File: src/rtl/vsr_pkg.sv
package vsr_pkg;

    typedef enum logic [2:0] {
        ST_IDLE  = 3'd0,
        ST_DRAIN = 3'd1,
        ST_READY = 3'd2,
        ST_RAS   = 3'd3,
        ST_CAS   = 3'd4,
        ST_CLOSE = 3'd5
    } xfer_state_e;

    function automatic logic strobe_phase(input xfer_state_e s);
        return (s == ST_RAS) || (s == ST_CAS);
    endfunction

endpackage

File: src/rtl/vsr_edge_timer.sv
module vsr_edge_timer
    import vsr_pkg::*;
#(
    parameter int XFER_EDGES = 4
) (
    input  logic        clk,
    input  logic        rst_n,
    input  xfer_state_e state_i,
    input  logic        load_req,
    output logic        limit_o
);
    localparam int CW = $clog2(XFER_EDGES + 1);
    localparam logic [CW-1:0] LAST = CW'(XFER_EDGES - 1);

    logic [CW-1:0] edge_cnt;
    logic          start;

    assign start = (state_i == ST_READY) && load_req;

    // edge_cnt equals the number of rising edges since the load was accepted
    always_ff @(posedge clk or negedge rst_n) begin
        if (!rst_n) begin
            edge_cnt <= '0;
        end else if (start) begin
            edge_cnt <= CW'(1);
        end else if (strobe_phase(state_i) && edge_cnt != LAST + CW'(1)) begin
            edge_cnt <= edge_cnt + CW'(1);
        end else if (!strobe_phase(state_i)) begin
            edge_cnt <= '0;
        end
    end

    // true when the coming edge is the last one the transfer strobe may span
    assign limit_o = strobe_phase(state_i) && (edge_cnt >= LAST);

endmodule

File: src/rtl/vsr_fsm.sv
module vsr_fsm
    import vsr_pkg::*;
(
    input  logic        clk,
    input  logic        rst_n,
    input  logic        adv_req,
    input  logic        load_req,
    input  logic        acc_busy,
    input  logic        rfsh_busy,
    input  logic        limit_i,
    output xfer_state_e state_o
);
    xfer_state_e state_q, state_d;
    logic        drained;
    logic        release_now;

    assign drained     = !acc_busy && !rfsh_busy;
    assign release_now = !load_req || limit_i;

    always_ff @(posedge clk or negedge rst_n) begin
        if (!rst_n) state_q <= ST_IDLE;
        else        state_q <= state_d;
    end

    always_comb begin
        state_d = state_q;
        unique case (state_q)
            ST_IDLE: begin
                if (adv_req && !load_req) state_d = ST_DRAIN;
            end
            ST_DRAIN: begin
                if (!adv_req)     state_d = ST_IDLE;
                else if (drained) state_d = ST_READY;
            end
            ST_READY: begin
                if (load_req)     state_d = ST_RAS;
                else if (!adv_req) state_d = ST_IDLE;
            end
            ST_RAS: begin
                if (release_now) state_d = ST_CLOSE;
                else             state_d = ST_CAS;
            end
            ST_CAS: begin
                if (release_now) state_d = ST_CLOSE;
            end
            ST_CLOSE: begin
                state_d = ST_IDLE;
            end
            default: state_d = ST_IDLE;
        endcase
    end

    assign state_o = state_q;

endmodule

File: src/rtl/vsr_out_dec.sv
module vsr_out_dec
    import vsr_pkg::*;
(
    input  logic        clk,
    input  logic        rst_n,
    input  xfer_state_e state_i,
    input  logic        adv_req,
    input  logic        load_req,
    output logic        hold_new,
    output logic        dtoe_n,
    output logic        ras_n,
    output logic        cas_n
);
    logic cas_was;

    // remembers whether the column strobe was reached before CLOSE
    always_ff @(posedge clk or negedge rst_n) begin
        if (!rst_n) cas_was <= 1'b0;
        else        cas_was <= (state_i == ST_CAS);
    end

    always_comb begin
        hold_new = adv_req;
        dtoe_n   = 1'b1;
        ras_n    = 1'b1;
        cas_n    = 1'b1;
        unique case (state_i)
            ST_IDLE: begin
            end
            ST_DRAIN: begin
                hold_new = 1'b1;
            end
            ST_READY: begin
                hold_new = 1'b1;
                dtoe_n   = !load_req;
            end
            ST_RAS: begin
                hold_new = 1'b1;
                dtoe_n   = !load_req;
                ras_n    = 1'b0;
            end
            ST_CAS: begin
                hold_new = 1'b1;
                dtoe_n   = !load_req;
                ras_n    = 1'b0;
                cas_n    = 1'b0;
            end
            ST_CLOSE: begin
                hold_new = 1'b1;
                ras_n    = 1'b0;
                cas_n    = !cas_was;
            end
            default: begin
            end
        endcase
    end

endmodule

File: src/rtl/vsr_err_det.sv
module vsr_err_det
    import vsr_pkg::*;
(
    input  logic        clk,
    input  logic        rst_n,
    input  xfer_state_e state_i,
    input  logic        load_req,
    output logic        xfer_err
);
    logic load_q;
    logic busy_cycle;

    assign busy_cycle = strobe_phase(state_i) || (state_i == ST_CLOSE);

    always_ff @(posedge clk or negedge rst_n) begin
        if (!rst_n) begin
            load_q   <= 1'b0;
            xfer_err <= 1'b0;
        end else begin
            load_q   <= load_req;
            xfer_err <= load_req && !load_q && busy_cycle;
        end
    end

endmodule

File: src/rtl/vsr_xfer_ctrl.sv
module vsr_xfer_ctrl
    import vsr_pkg::*;
#(
    parameter int XFER_EDGES = 4
) (
    input  logic clk,
    input  logic rst_n,
    input  logic adv_req,
    input  logic load_req,
    input  logic acc_busy,
    input  logic rfsh_busy,
    output logic hold_new,
    output logic dtoe_n,
    output logic ras_n,
    output logic cas_n,
    output logic xfer_err
);
    xfer_state_e state;
    logic        limit;

    vsr_fsm u_fsm (
        .clk       (clk),
        .rst_n     (rst_n),
        .adv_req   (adv_req),
        .load_req  (load_req),
        .acc_busy  (acc_busy),
        .rfsh_busy (rfsh_busy),
        .limit_i   (limit),
        .state_o   (state)
    );

    vsr_edge_timer #(.XFER_EDGES(XFER_EDGES)) u_timer (
        .clk      (clk),
        .rst_n    (rst_n),
        .state_i  (state),
        .load_req (load_req),
        .limit_o  (limit)
    );

    vsr_out_dec u_out (
        .clk      (clk),
        .rst_n    (rst_n),
        .state_i  (state),
        .adv_req  (adv_req),
        .load_req (load_req),
        .hold_new (hold_new),
        .dtoe_n   (dtoe_n),
        .ras_n    (ras_n),
        .cas_n    (cas_n)
    );

    vsr_err_det u_err (
        .clk      (clk),
        .rst_n    (rst_n),
        .state_i  (state),
        .load_req (load_req),
        .xfer_err (xfer_err)
    );

endmodule

File: config.mk
export PLATFORM = sky130hd
export DESIGN_NAME = vsr_xfer_ctrl
export DESIGN_NICKNAME = d
export VERILOG_FILES = /design/src/rtl/vsr_pkg.sv /design/src/rtl/vsr_edge_timer.sv /design/src/rtl/vsr_fsm.sv /design/src/rtl/vsr_out_dec.sv /design/src/rtl/vsr_err_det.sv /design/src/rtl/vsr_xfer_ctrl.sv
export SDC_FILE = /design/constraint.sdc
export NUM_CORES = 1
export LEC_CHECK = 0
export ABC_AREA = 1
export BUFFER_PORTS_ARGS = -buffer_cell sky130_fd_sc_hd__buf_2
export CAP_MARGIN = 5
export CORE_MARGIN = 2
export CORE_UTILIZATION = 33
export CTS_BUF_LIST = sky130_fd_sc_hd__clkbuf_8 sky130_fd_sc_hd__clkbuf_16
export CTS_CLUSTER_DIAMETER = 30
export CTS_CLUSTER_SIZE = 10
export DETAILED_ROUTE_END_ITERATION = 7
export PLACE_DENSITY = 0.6
export SLEW_MARGIN = 25
export SYNTH_ARGS = -nofsm -noshare
export SYNTH_HDL_FRONTEND = slang
export SYNTH_SLANG_ARGS = --single-unit
File: constraint.sdc
create_clock -name clk -period 1.3 [get_ports clk]
set_clock_uncertainty 0.15 [all_clocks]
set_input_delay 0 -clock clk [delete_from_list [all_inputs] [get_ports clk]]
set_output_delay 0 -clock clk [all_outputs]
set_load 0.005 [all_outputs]
## Word level (Yosys, flattened, before mapping)

Cells that the tools add are included.

| storage, ports and cells | value |
|---|---|
| flip-flop bits (word level) | 9 |
| bits of input ports | 6 |
| output and inout port bits | 5 |
| word-level logic and storage cells | 53 |

| operators by class | value |
|---|---|
| add/sub/neg operators | 1 |
| magnitude comparators | 1 |
| equality and inequality tests | 11 |
| mux-type cells | 15 |
| reductions and logical operators | 20 |

Operators with widths:

| operator | number |
|---|---|
| $mux W3 | 9 |
| $pmux W3 S5 | 1 |
| $ne A3 B3 Y1 const B | 3 |
| $logic_and A1 B1 Y1 | 7 |
| $eq A3 B2 Y1 const B | 2 |
| $eq A3 B3 Y1 const B | 2 |
| $reduce_or A3 Y1 | 2 |
| $logic_not A1 Y1 | 5 |
| $reduce_or A5 Y1 | 1 |
| $mux W1 | 4 |
| $reduce_and A4 Y1 | 1 |
| $add A3 B1 Y3 const B | 1 |
| $eq A3 B1 Y1 const B | 1 |
| $ge A3 B2 Y1 const B | 1 |
| $logic_not A3 Y1 | 1 |
| $logic_or A1 B1 Y1 | 3 |
| $ne A3 B2 Y1 const B | 1 |
| $ne A2 B1 Y1 const B | 1 |
| $ne A2 B2 Y1 const B | 1 |
| $pmux W1 S2 | 1 |

## Logic depth before layout (Yosys ltp)

Gate-level depths: netlist of the first run.

| logic depth | value |
|---|---|
| word-level depth | 6 |
| gate-level depth with buffers | 10 |
| mapped depth without buffers | 10 |

## Hierarchy

A second synthesis of the first run with hierarchy kept.

| second synthesis, totals | value |
|---|---|
| cells, all modules | 86 |
| area, all modules | 595.6 sq um |

Modules (own cells, without submodules):

| module | times used | cells an instance | area each (sq um) | seq. area each (sq um) |
|---|---|---|---|---|
| vsr_fsm | 1 | 36 | 227.7 | 75.1 |
| vsr_edge_timer | 1 | 27 | 209.0 | 75.1 |
| vsr_out_dec | 1 | 16 | 87.6 | 25.0 |
| vsr_err_det | 1 | 7 | 71.3 | 50.0 |

## Worst setup path before layout of the first run

Ideal clock, no wire load.

| path | value |
|---|---|
| path kind | register to register |
| start | reg u_timer.edge_cnt[0] |
| end | reg u_fsm.state_q[0], in the netlist u_fsm.state_o[0] |
| library setup time | 115 ps |
| data arrival time | 1200 ps |
| data required time | 1035 ps |
| setup slack | -165 ps |
| cell stages (with the launch flop) | 11 |
| path buffers | 0 |
| clock period less this slack | 1465 ps |
| cells stage by stage | dfrtp_1 > ha_1 > ha_1 > nor2_1 > o21ai_0 > nand2_2 > nand2_1 > nand2_1 > nand2_1 > nand2_2 > nand2_2 |

| between the ends | value |
|---|---|
| longest elaborated chain between the ends | 5 |
| elaborated cells between the ends (all ways) | 7 |

RTL lines:

| element | line | RTL |
|---|---|---|
| start, declared | vsr_edge_timer.sv:15 | `logic [CW-1:0] edge_cnt;` |
| start signal, assigned | vsr_edge_timer.sv:27 | `edge_cnt <= edge_cnt + CW'(1);` |
| $ge A3 B2 Y1 * | vsr_edge_timer.sv:34 | `assign limit_o = strobe_phase(state_i) && (edge_cnt >= LAST);` |
| $logic_and A1 B1 Y1 * | vsr_edge_timer.sv:34 |  |
| $logic_or A1 B1 Y1 * | vsr_fsm.sv:18 | `assign release_now = !load_req \|\| limit_i;` |
| $mux W1 / $ne A2 B2 Y1 (equally long branches) | n/a |  |
| $pmux W3 S5 / $reduce_and A4 Y1 (equally long branches) | n/a |  |
| end signal, assigned | vsr_fsm.sv:22 | `else state_q <= state_d;` |
| end, declared | vsr_fsm.sv:13 | `xfer_state_e state_q, state_d;` |

Mark *: on every way between the ends. The rest lies on a longest branch, timed or not.
A chain may end at the register's enable or synchronous reset.

## Worst setup path in the final report of the first run

| path | value |
|---|---|
| start | reg u_fsm.state_q[0], in the netlist u_fsm.state_o[0] |
| end | out hold_new |

| between the ends | value |
|---|---|
| longest elaborated chain between the ends | 3 |
| elaborated cells between the ends (all ways) | 7 |

RTL lines:

| element | line | RTL |
|---|---|---|
| $eq A3 B1 Y1, or another cell as far along | vsr_out_dec.sv:27 | `unique case (state_i)` |
| $reduce_or A5 Y1 (no line) * | n/a |  |
| $mux W1 * | vsr_out_dec.sv:27 |  |
| end, declared | vsr_xfer_ctrl.sv:12 | `output logic hold_new,` |

Marked as above.

==> impl_metrics.csv, run 1 <==
group,metric,value,unit
layout,stdcell_count,118,
yosys,syn-num-nets,81,
placement,dp.cells,106,
flow_run,cap_violations,0,
floorplanning,core_area,1560,um^2
power,vdd_ir_drop_max,0.726,mV
detailed_routing,wl_met1,631,um
sta,maxSlewViolCount,0,
detailed_routing,wl_met3,45,um
sta,min_period,1.51,ns
yosys,post_synth_num_cell_types,18,
floorplanning,die_y,45.3,um
clock_network,cts_tree,"done",
clock_network,cts_htree_levels,1,
power,p_per_area,1800,nW/um^2
critical_path,path_buf_inv,4,
yosys,yosys_warnings,0,
detailed_routing,dr_wl_met2,864,um
clock_network,ctsLongestPathBuffers,2,
floorplanning,dieArea,2050,um^2
status,violations,"negative setup slack",
detailed_routing,drt-pass1-iter-count,4,
detailed_routing,antenna_left,0,
layout,nets,112,
detailed_routing,route.detailed.drc,0,
sta,slew_headroom,82.6,%
detailed_routing,routed.top_layer,"met3",
global_routing,grt_max_degree,10,
placement,hpwl,969,um
critical_path,crit_type,"reg2out",
yosys,syn_inst,72,
layout,syn_to_final_growth,56.7,%
sta,rsz0062_at_grt,"true",
placement,gp_congestion,0.801,
sta,tightest_slew,0.262,ns
placement,portBuffers,10,
clock_network,clock-sinks,9,
yosys,ys_seq_area_share,40.0,%
sta,max_freq,664,MHz
yosys,syn-cell-area,563,um^2
sta,min_period_over_period,116,%
yosys,ys_seq_elements,9,
layout,drive_gt1_share,58.8,%
floorplanning,start_util,36.1,%
critical_path,critPathMaxStageDelay,0.46,ns
sta,hold_ws,0.0139,ns
power,leakage,0.444,nW
layout,diodes,0,
min_path,hp-class,"in2async",
layout,utilization,56.6,%
global_routing,grt_pass1_wl,2490,um
floorplanning,pin_count,11,
clock_network,clk_pin_slew,0.05,ns
clock_network,cts_made_buffers,3,
floorplanning,die_w,45.3,um
critical_path,worst_setup_path_start_kind,"flip-flop",
yosys,synth.top_cell.area_share,40.0,%
yosys,avgSynthCellArea,7.82,um^2
yosys,yosys-top-cells-area,"dfrtp_1, inv_1, ha_1",
clock_network,clock_latency,0.23,ns
critical_path,worstSetupEndpointType,"output port",
status,status,"finished, violations left",
sta,finalSetupViolations,7,
layout,fillers,142,
critical_path,path_cells,"inv_2 > nor2_2 > buf_4 > inv_1 > o2111ai_1 > buf_2",
sta,setup_tns,-0.928,ns
yosys,yosysTopAreaCell,"dfrtp_1",
critical_path,arrival,1.36,ns
global_routing,grt_pass1_vias,578,
clock_network,cts_root_buffer,"clkbuf_8",
placement,detailedPlace.worstSlack,-0.171,ns
floorplanning,num_rows,14,
detailed_routing,finalWirelength,1540,um
global_routing,antenna_found_initial,0,
critical_path,cp.required,1.15,ns
detailed_routing,wire_per_inst,13.1,um
detailed_routing,drt_iter0_drc,5,
global_routing,grt_util_all_layers,17.0,%
critical_path,crit_family,"flip-flops",
critical_path,reg2reg_slack,-0.19,ns
critical_path,critPathMaxFanout,4,
detailed_routing,via_count,558,
sta,hold_viol,0,
sta,fin_ws,-0.206,ns
global_routing,grt-ovfl-total,0,
critical_path,crit_slowest_cell,"dfrtp_1",
detailed_routing,vias_per_cell,4.73,
[stage by stage]
step | cell area [um^2] | power, W
6_report | 882 | 0.00159
2_1_floorplan | 568 | 0.000784
5_1_grt | 882 | 0.00168
3_5_place_dp | 698 | 0.00102
3_3_place_gp | 698 | 0.00100
4_1_cts | 827 | 0.00149
[logic make-up after synthesis]
| group | share of synthesized area, % |
|---|---|
| xor gates and xnor gates | 1.56 |
| AOI/OAI and AO/OA | 8.89 |
| and+or+nand+nor | 32.2 |
| buffers and inverters | 10.7 |
| DFF | 40.0 |
| adders and majority gates | 6.67 |
[cell usage after synthesis]
library cell  number
dfrtp_1            9
a21oi_1            2
xor2_1             1
o21ai_1            1
ha_1               3
nor2_1             6
nand2_1           10
inv_1             12
nor2_2             6
inv_2              4
o22ai_1            1
nand3_1            2
nand3_2            2
nand2_4            1
nand2_2            6
nor3_1             1
o2111ai_1          1
o21ai_0            4
[timing repair]
action	in CTS	in global routing
hold buffers	2	0
endpoints found under the hold margin	10	0
pin swaps	3	4
resized for setup	10	14
setup endpoints to repair	6	9
buffers inserted	5	1
[power by group]
group          switching (W)  internal (W)  total (W)
Clock               0.000117      0.000209   0.000326
Sequential         0.0000837      0.000338   0.000421
Combinational       0.000426      0.000414   0.000840
[area by class of cell]
class,count,area (um^2),area share (%)
clock buffers,3,41.3,4.68
clock inverters,1,5.00,0.567
inverters,16,65.1,7.38
well taps,16,20.0,2.27
repair buffers,26,196,22.3
flip-flops and latches,9,226,25.7
multi-input cells,47,328,37.2
[layer usage]
| layer | global-route usage [%] | vias up |
|---|---|---|
| met2 | 32.3 | 11 |
| met1 | 19.9 | 267 |
| met5 | 0 | - |
| li1 | - | 280 |
| met4 | 1.76 | 0 |
| met3 | 3.60 | 0 |
[placed cells by master, fill, tap and decap left out, drive strengths merged]
cell type | Yosys | final
dlygate4sd3 | 0 | 2
o22ai | 1 | 1
o21ai | 5 | 5
ha | 3 | 3
nor3 | 1 | 1
inv | 16 | 16
clkbuf | 0 | 3
nor2 | 12 | 12
clkinv | 0 | 1
buf | 0 | 24
a21oi | 2 | 2
xor2 | 1 | 1
o2111ai | 1 | 1
dfrtp | 9 | 9
nand3 | 4 | 4
nand2 | 17 | 17
[worst paths after layout]
kind	depth (start not counted)	end	start
max	6	hold_new	u_fsm.state_o[0]
min	2	u_timer.edge_cnt[2]	rst_n
max reg2reg	10	u_fsm.state_o[0]	u_timer.edge_cnt[0]
min reg2reg	1	u_err.xfer_err	u_err.load_q
max in group asynchronous	2	u_fsm.state_o[2]	rst_n
min in group clk	3	u_err.xfer_err	load_req
[state kept, by name, indices dropped and copies added (netlist names)]
signal and flops:
u_out.cas_was 1, u_timer.edge_cnt 3, u_err.xfer_err 1, u_err.load_q 1
u_fsm.state_o 3
Power figures use the tool's default switching activity.
==> run 2, diff against run 1 <==
--- a/config.mk
+++ b/config.mk
@@ -15,6 +15,8 @@
 export CTS_CLUSTER_SIZE = 10
 export DETAILED_ROUTE_END_ITERATION = 7
 export PLACE_DENSITY = 0.6
+export SETUP_SLACK_MARGIN = 0.1
+export SKIP_CTS_REPAIR_TIMING = 1
 export SLEW_MARGIN = 25
 export SYNTH_ARGS = -nofsm -noshare
 export SYNTH_HDL_FRONTEND = slang
==> run 2 against run 1 <==
  * The run still ends with negative setup slack left
  * Critical path type is now reg2reg
  * Largest cell class unchanged
  * Sequential share of layout area rose by 0.18 points
  * Largest power group unchanged
  * First-iteration DRC count up 40%
  * Final cell count unchanged
==> impl_metrics.csv, run 2 (synthesized netlist as in run 1, its figures left out) <==
group,metric,value,unit
sta,rsz0062_at_grt,"true",
critical_path,cp.required,1.27,ns
placement,portBuffers,10,
clock_network,clock_latency,0.23,ns
sta,setup_tns,-0.713,ns
power,p_per_area,1730,nW/um^2
sta,hold_viol,0,
floorplanning,dieArea,2050,um^2
clock_network,cts_tree,"done",
sta,tightest_slew,0.207,ns
layout,diodes,0,
critical_path,worstSetupEndpointType,"flip-flop",
clock_network,ctsLongestPathBuffers,2,
detailed_routing,drt-pass1-iter-count,4,
placement,hpwl,969,um
sta,min_period,1.49,ns
critical_path,worst_setup_path_start_kind,"flip-flop",
layout,fillers,142,
sta,fin_ws,-0.186,ns
global_routing,grt_pass1_vias,502,
power,vdd_ir_drop_max,0.687,mV
min_path,hp-class,"in2async",
floorplanning,num_rows,14,
sta,max_freq,673,MHz
layout,layout_common_cells,"buf_4, buf_2, inv_2, nand2_1, dfrtp_1",
sta,maxSlewViolCount,0,
sta,min_period_over_period,114,%
clock_network,cts_htree_levels,1,
floorplanning,start_util,36.1,%
floorplanning,die_w,45.3,um
detailed_routing,vias_per_cell,4.60,
clock_network,clock-sinks,9,
detailed_routing,drt_iter0_drc,7,
floorplanning,core_area,1560,um^2
global_routing,grt_pass1_wl,2080,um
layout,drive_gt1_share,60.8,%
detailed_routing,wire_per_inst,10.5,um
flow_run,cap_violations,0,
critical_path,critPathMaxFanout,2,
detailed_routing,antenna_left,0,
placement,gp_congestion,0.801,
floorplanning,pin_count,11,
critical_path,crit_type,"reg2reg",
placement,dp.cells,106,
clock_network,cts_made_buffers,3,
sta,finalSetupViolations,6,
floorplanning,die_y,45.3,um
sta,slew_headroom,86.2,%
layout,nets,112,
detailed_routing,finalWirelength,1240,um
detailed_routing,route.detailed.drc,0,
clock_network,clk_pin_slew,0.05,ns
clock_network,cts_root_buffer,"clkbuf_8",
critical_path,arrival,1.46,ns
global_routing,grt_max_degree,10,
power,leakage,0.443,nW
layout,stdcell_count,118,
status,violations,"negative setup slack",
global_routing,antenna_found_initial,0,
detailed_routing,via_count,543,
layout,layout.cells.most_common,"buf_4",
layout,syn_to_final_growth,55.6,%
global_routing,grt_util_all_layers,13.9,%
layout,utilization,56.2,%
global_routing,grt-ovfl-total,0,
status,status,"finished, violations left",
==> run 2: cell counts in the layout (fill, tap and decap cells not counted) <==
No cell type changed its count.
==> run 2: routing by layer <==
metal  track usage [%]  part of all wire (%)  vias to the layer above
met5                 0                     0                        -
met4              1.76                     0                        0
met3              3.60                   3.1                        0
met2              23.1                    52                        9
met1              18.6                    45                      252
li1                  -                     -                      282
==> run 2: layout make-up <==
type                            count  area, um^2  share of cell area [%]
Inverter                           16        62.6                    7.14
Clock buffer                        3        41.3                    4.71
Tap cell                           16        20.0                    2.29
Multi-Input combinational cell     47         334                    38.1
Clock inverter                      1        5.00                   0.571
Sequential cell                     9         226                    25.9
Timing Repair Buffer               26         186                    21.3
==> run 2: final timing paths <==
path / startpoint / end / slack, ns / cells after the start
worst max-delay path: u_timer.edge_cnt[0] / u_fsm.state_o[0] / -0.19 / 10
worst min-delay path: rst_n / u_err.xfer_err / 0.008 / 2
worst max register to register: u_timer.edge_cnt[0] / u_fsm.state_o[0] / -0.19 / 10
worst min register to register: u_err.load_q / u_err.xfer_err / 0.26 / 1
max in group asynchronous: rst_n / u_fsm.state_o[2] / 0.79 / 2
min in group clk: load_req / u_err.xfer_err / 0.01 / 3
==> run 2: power by group <==
part / internal, W / total, W / switching [W] / leakage, nW
Sequential: 0.000338 / 0.000403 / 0.0000649 / 0.119
Clock: 0.000209 / 0.000326 / 0.000117 / 0.0255
Combinational: 0.000391 / 0.000790 / 0.000399 / 0.299
==> run 2: through the flow <==
step	power, W	instance area [um^2]	worst slack (ns)	hold WS, ns
3_5_place_dp	0.00102	698	-0.171	-0.288
5_1_grt	0.00163	876	-0.289	0.0373
4_1_cts	0.00135	744	-0.228	-0.534
2_1_floorplan	0.000784	568	-0.0842	-0.446
3_3_place_gp	0.00100	698	-0.157	-0.291
6_report	0.00152	876	-0.186	0.00789
==> run 2: worst max-delay path, cell delays in order, from the launching register on <==
cell and delay [ns]:
dfrtp_1 0.39, ha_2 0.20, ha_4 0.16, nor2_4 0.10, o21ai_2 0.06, nand2_2 0.07, nand2_1 0.05, nand2_1 0.05
nand2_1 0.06, nand2_2 0.07, nand2_2 0.04
